--- config.mk ---
export PLATFORM = sky130hd
export DESIGN_NAME = spi_octal_driver
export DESIGN_NICKNAME = d
export VERILOG_FILES = /design/src/rtl/spi_odrv_pkg.sv /design/src/rtl/spi_odrv_sync.sv /design/src/rtl/spi_odrv_shift.sv /design/src/rtl/spi_odrv_diag.sv /design/src/rtl/spi_odrv_outlatch.sv /design/src/rtl/spi_octal_driver.sv
export SDC_FILE = /design/constraint.sdc
export NUM_CORES = 1
export LEC_CHECK = 0
export CORE_MARGIN = 5
export CORE_UTILIZATION = 30
export DETAILED_ROUTE_END_ITERATION = 16
export GPL_TIMING_DRIVEN = 0
export HOLD_SLACK_MARGIN = 0.06
export PLACE_DENSITY_LB_ADDON = 0.12
export SLEW_MARGIN = 10
export SYNTH_ARGS = -nofsm -noshare
export SYNTH_HDL_FRONTEND = slang
export SYNTH_SLANG_ARGS = --single-unit
export TNS_END_PERCENT = 5
--- constraint.sdc ---
create_clock -name clk -period 1.7 [get_ports clk]
set_input_delay 0.17 -clock clk [delete_from_list [all_inputs] [get_ports clk]]
set_output_delay 0.17 -clock clk [all_outputs]
set_load 0.02 [all_outputs]
--- src/rtl/spi_odrv_pkg.sv ---
package spi_odrv_pkg;
   // Reset level of the synchronised serial lines: {cs_n, sclk, sdi}
   localparam logic [2:0] SER_IDLE = 3'b100;

   typedef struct packed {
      logic rise;
      logic fall;
   } edge_t;

   function automatic edge_t detect_edge(input logic now, input logic prev);
      edge_t e;
      e.rise = now & ~prev;
      e.fall = ~now & prev;
      return e;
   endfunction
endpackage

--- src/rtl/spi_odrv_sync.sv ---
module spi_odrv_sync #(
   parameter int W      = 3,
   parameter int STAGES = 2,
   parameter logic [W-1:0] INIT = '0
) (
   input  logic         clk,
   input  logic         rst_n,
   input  logic [W-1:0] d,
   output logic [W-1:0] q
);
   if (STAGES < 2) begin : g_bad_stages
      $error("spi_odrv_sync: STAGES must be at least 2");
   end
   if (W < 1) begin : g_bad_width
      $error("spi_odrv_sync: W must be at least 1");
   end

   logic [W-1:0] stg [STAGES];

   always_ff @(posedge clk or negedge rst_n) begin
      if (!rst_n) begin
         for (int k = 0; k < STAGES; k++) stg[k] <= INIT;
      end else begin
         stg[0] <= d;
         for (int k = 1; k < STAGES; k++) stg[k] <= stg[k-1];
      end
   end

   assign q = stg[STAGES-1];
endmodule

--- src/rtl/spi_odrv_shift.sv ---
module spi_odrv_shift
   import spi_odrv_pkg::*;
#(
   parameter int N = 8
) (
   input  logic         clk,
   input  logic         rst_n,
   input  logic         cs_n_s,
   input  logic         sclk_s,
   input  logic         sdi_s,
   input  logic [N-1:0] par_in,
   output logic [N-1:0] shreg_q,
   output logic         sdo_q,
   output logic         active,
   output logic         cs_rise
);
   if (N < 2) begin : g_bad_n
      $error("spi_odrv_shift: N must be at least 2");
   end

   logic  cs_prev, sclk_prev;
   edge_t cs_e, sclk_e;
   logic  load, shift_in, shift_out;

   always_comb begin
      cs_e      = detect_edge(cs_n_s, cs_prev);
      sclk_e    = detect_edge(sclk_s, sclk_prev);
      active    = ~cs_n_s;
      load      = cs_e.fall;
      shift_in  = active & ~load & sclk_e.fall;
      shift_out = active & ~load & sclk_e.rise;
      cs_rise   = cs_e.rise;
   end

   always_ff @(posedge clk or negedge rst_n) begin
      if (!rst_n) begin
         cs_prev   <= 1'b1;
         sclk_prev <= 1'b0;
         shreg_q   <= '0;
         sdo_q     <= 1'b0;
      end else begin
         cs_prev   <= cs_n_s;
         sclk_prev <= sclk_s;
         if (load) begin
            shreg_q <= par_in;
            sdo_q   <= par_in[N-1];
         end else begin
            if (shift_in)  shreg_q <= {shreg_q[N-2:0], sdi_s};
            if (shift_out) sdo_q   <= shreg_q[N-1];
         end
      end
   end

   // with chip-select high the shift register is frozen
   a_r5_idle_frozen: assert property (@(posedge clk) disable iff (!rst_n)
      !active |=> $stable(shreg_q));
endmodule

--- src/rtl/spi_odrv_diag.sv ---
module spi_odrv_diag #(
   parameter int N = 8
) (
   input  logic         clk,
   input  logic         rst_n,
   input  logic [N-1:0] fault_in,
   input  logic         clr,
   output logic [N-1:0] diag_q,
   output logic         any_fault
);
   always_ff @(posedge clk or negedge rst_n) begin
      if (!rst_n)   diag_q <= '0;
      else if (clr) diag_q <= '0;
      else          diag_q <= diag_q | fault_in;
   end

   assign any_fault = |diag_q;

   // stored bits never drop except on a clear
   a_r6_sticky: assert property (@(posedge clk) disable iff (!rst_n)
      !clr |=> ((diag_q & $past(diag_q)) == $past(diag_q)));
endmodule

--- src/rtl/spi_odrv_outlatch.sv ---
module spi_odrv_outlatch #(
   parameter int N       = 8,
   parameter int NDIRECT = 4
) (
   input  logic               clk,
   input  logic               rst_n,
   input  logic               load,
   input  logic [N-1:0]       din,
   input  logic [NDIRECT-1:0] pwm_in,
   output logic [N-1:0]       chan_on
);
   if (NDIRECT > N || NDIRECT < 1) begin : g_bad_direct
      $error("spi_odrv_outlatch: NDIRECT must be in 1..N");
   end

   logic [N-1:0] latch_q;

   always_ff @(posedge clk or negedge rst_n) begin
      if (!rst_n)    latch_q <= '0;
      else if (load) latch_q <= din;
   end

   for (genvar i = 0; i < N; i++) begin : g_chan
      if (i < NDIRECT) begin : g_direct
         assign chan_on[i] = rst_n & (latch_q[i] | pwm_in[i]);
      end else begin : g_serial
         assign chan_on[i] = rst_n & latch_q[i];
      end
   end

   // the command latch moves only on a chip-select rising edge
   a_r4_latch_hold: assert property (@(posedge clk) disable iff (!rst_n)
      !load |=> $stable(latch_q));
endmodule

--- src/rtl/spi_octal_driver.sv ---
module spi_octal_driver
   import spi_odrv_pkg::*;
#(
   parameter int N           = 8,
   parameter int NDIRECT     = 4,
   parameter int SYNC_STAGES = 2
) (
   input  logic               clk,
   input  logic               rst_n,
   input  logic               cs_n,
   input  logic               sclk,
   input  logic               sdi,
   output logic               sdo,
   output logic               sdo_oe,
   input  logic [NDIRECT-1:0] pwm_in,
   input  logic [N-1:0]       fault_in,
   output logic [N-1:0]       chan_on,
   output logic               fault_flag
);
   logic [2:0]   ser_s;
   logic [N-1:0] shreg, diag;
   logic         sdo_q, active, cs_rise;

   spi_odrv_sync #(.W(3), .STAGES(SYNC_STAGES), .INIT(SER_IDLE)) u_sync (
      .clk(clk), .rst_n(rst_n), .d({cs_n, sclk, sdi}), .q(ser_s));

   spi_odrv_shift #(.N(N)) u_shift (
      .clk(clk), .rst_n(rst_n),
      .cs_n_s(ser_s[2]), .sclk_s(ser_s[1]), .sdi_s(ser_s[0]),
      .par_in(diag), .shreg_q(shreg), .sdo_q(sdo_q),
      .active(active), .cs_rise(cs_rise));

   spi_odrv_diag #(.N(N)) u_diag (
      .clk(clk), .rst_n(rst_n), .fault_in(fault_in), .clr(cs_rise),
      .diag_q(diag), .any_fault(fault_flag));

   spi_odrv_outlatch #(.N(N), .NDIRECT(NDIRECT)) u_latch (
      .clk(clk), .rst_n(rst_n), .load(cs_rise), .din(shreg),
      .pwm_in(pwm_in), .chan_on(chan_on));

   assign sdo_oe = active;
   assign sdo    = active & sdo_q;

   // the flag can only rise after some fault input was high
   a_r7_flag_cause: assert property (@(posedge clk) disable iff (!rst_n)
      $rose(fault_flag) |-> $past(fault_in != '0));
endmodule

==> run_results.csv <==
group,metric,value,unit
run_status,status,"finished clean",
setup_path,reg2reg_setup_slack,0.10,ns
routing,vias_per_cell,4.59,
min_path,hold_end,"u_sync.stg[5]",
timing,setup_tns,0,ns
run,maxCapViolCount,0,
power_and_ir_drop,powerDensity,1260,nW/um^2
floorplanning,initial_core_util,31.3,%
clock_network,cts_tree,"yes",
routing,routed_wl,2830,um
setup_path,reg2reg_from,"u_shift.cs_prev",
layout,finalNetCount,157,
timing,finalClockSkew,0.00655,ns
layout,syn_to_final_growth,37.7,%
setup_path,cp_cell_sequence,"nor2b_2, mux2_1, mux2_4",
setup_path,crit_buf_inv,0,
placed_design,dp.cells,180,
placed_design,place_area,1730,um^2
clock_network,clockBufferDepth,2,
synthesis,synth_seq_cells,33,
grt,grt_pass1_vias,947,
floorplanning,dieHeight,77.9,um
routing,drtPass1Iterations,2,
placed_design,portBuffers,27,
setup_path,crit_path_top_delay_cell,"dfstp_2",
timing,fmax,0.625,GHz
grt,grtUsageMet3,3.94,%
clock_network,clk_latency,0.28,ns
clock_network,htree_levels,2,
layout,post-route-util,43.1,%
routing,ant_nets,0,
floorplanning,die_area,6060,um^2
floorplanning,core,4410,um^2
power_and_ir_drop,leakage,0.000798,uW
grt,grt_pass1_wl,4750,um
clock_network,clock-sinks,33,
placed_design,gp_congestion,0.655,
clock_network,cts_buffers,5,
routing,drc_errors,0,
timing,finalSetupViolCount,0,
min_path,hold_path_depth,1,
layout,num_antenna_cells,0,
layout,final_cells,193,
layout,layout_commonest_cell,"dfrtp_1",
timing,slew_violations,0,
synthesis,synth-warning-count,0,
synthesis,syn_area,1380,um^2
layout,drive_gt1_share,28.4,%
synthesis,syn_inst,100,
grt,top_usage_layer,"met2",
timing,finalHoldViolCount,0,
synthesis,synth-edff-count,0,
layout,fin_area,1900,um^2
synthesis,synth_area_per_cell,13.8,um^2
timing,relSlewSlack,42.3,%
synthesis,synthArstFlopShare,100,%
setup_path,cp_max_fo,5,
grt,grt_max_degree,20,
setup_path,crit_required,1.86,ns
min_path,hold_path_class,"input pin to flop",
timing,fin_crit_sh,94.1,%
clock_network,cts_root_buf,"clkbuf_8",
layout,layout_common_cells,"dfrtp_1, clkdlybuf4s50_1, nor2_1",
timing,rsz0062_at_grt,"no",
setup_path,start_kind,"flop",
power_and_ir_drop,ir_worst_vdd,356,uV
timing,tightest_slew,0.862,ns
grt,met2_usage,15.4,%
timing,fin_crit,1.60,ns
min_path,min_from,"cs_n",
grt,grt_antenna_before_repair,0,
setup_path,cp_slowest_stage_delay,0.61,ns
synthesis,synth_ff_type,"dfrtp_1",
placed_design,hpwl,1900,um
setup_path,cp-end-kind,"flop",
routing,wl_per_cell,14.6,um
routing,vias,886,
clock_network,clk_pin_slew,0.06,ns
synthesis,synth_nets,117,
setup_path,arrival,1.76,ns
setup_path,crit_family,"flip-flops",
grt,grt_overflow,0,
grt,grt_usage,10.2,%
floorplanning,ios,28,
setup_path,worstReg2RegEnd,"u_shift.shreg_q[5]",
grt,use_met1,13.3,%
synthesis,synth_cell_types,25,
routing,drtIter0Drc,26,
synthesis,yosysSeqAreaShare,60.1,%
setup_path,reg2reg_depth,3,
floorplanning,die_w,77.9,um
setup_path,criticalPathCategory,"flop to flop",
floorplanning,row_count,24,
per-stage QoR:
stage	power, uW	hold WS, ns	worst slack, ns
2_1_floorplan	1430	-0.126	0.191
3_3_place_gp	1640	0.331	-1.22
3_5_place_dp	1660	0.0937	0.0432
4_1_cts	2440	0.286	0.0666
5_1_grt	2530	0.295	0.000956
6_report	2400	0.300	0.100
worst reg2reg max path, stage by stage (launching register included):
cell     delay, ns
dfstp_2       0.61
nor2b_2       0.27
mux2_1        0.35
mux2_4        0.26
layout make-up:
type,count,area (um^2)
flip-flops and latches,33,830
clock buffers,7,86.3
multi-input cells,64,533
repair buffers,33,339
fillers,420,2510
plain buffers,1,11.3
clock inverters,1,30.0
well taps,52,65.1
inverters,2,7.51
power by group:
part           leakage [uW]  internal [uW]  total [uW]  switching [uW]
clock             0.0000585            478         756             278
sequential         0.000377            979        1100             123
combinational      0.000363            347         544             197
synthesized netlist by cell type (all sizes together) (2+ instances only):
| cell | instances | area share [%] |
|---|---|---|
| inv | 2 | 0.54 |
| a21oi | 3 | 1.9 |
| dfrtp | 30 | 54 |
| dfstp | 3 | 5.7 |
| nor2 | 17 | 5.2 |
| nor4 | 2 | 0.91 |
| and2 | 4 | 1.8 |
| o21ai | 2 | 0.72 |
| nand2b | 2 | 1.4 |
| mux2 | 22 | 20 |
| nor2b | 2 | 1.1 |
| o21a | 4 | 2.2 |
metal layers:
metal	wire length, um	vias up
met2	1370	22
li1	-	424
met1	1260	434
met4	40	0
met3	156	6
met5	0	-
sequential cells by signal, summed over array words and instances, names as in the netlist:
name,flops
u_latch.latch_q,8
u_sync.stg,3
u_shift.shreg_q,8
u_shift.sclk_prev,1
u_shift.sdo_q,1
u_diag.diag_q,8
u_sync.q,3
u_shift.cs_prev,1
worst max-delay path by stage:
| stage | startpoint | slack (ns) | end | cells past startpoint |
|---|---|---|---|---|
| final | u_shift.cs_prev | 0.10 | u_shift.shreg_q[5] | 3 |
| after global routing | u_diag.diag_q[3] | 0.001 | fault_flag | 3 |
| after CTS | u_diag.diag_q[3] | 0.07 | fault_flag | 3 |
| after detailed placement | rst_n | 0.04 | chan_on[3] | 4 |
| after global placement | rst_n | -1.22 | chan_on[6] | 3 |
| after floorplan | u_shift.cs_prev | 0.19 | u_shift.shreg_q[4] | 3 |
repair_timing:
action | in CTS | in global routing
hold buffers | 3 | 0
setup endpoints to repair | 3 | 0
hold endpoints to repair | 11 | 0
buffers inserted | 2 | 0
resized for setup | 3 | 0
kinds of logic after synthesis:
kind of cell | synth area share (%)
flip-flops | 60.1
AND/OR/NAND/NOR | 13.0
multiplexers | 19.8
AO/OA/AOI/OAI | 5.80
buffers and inverters | 1.36
(Power assumes the default switching activity.)
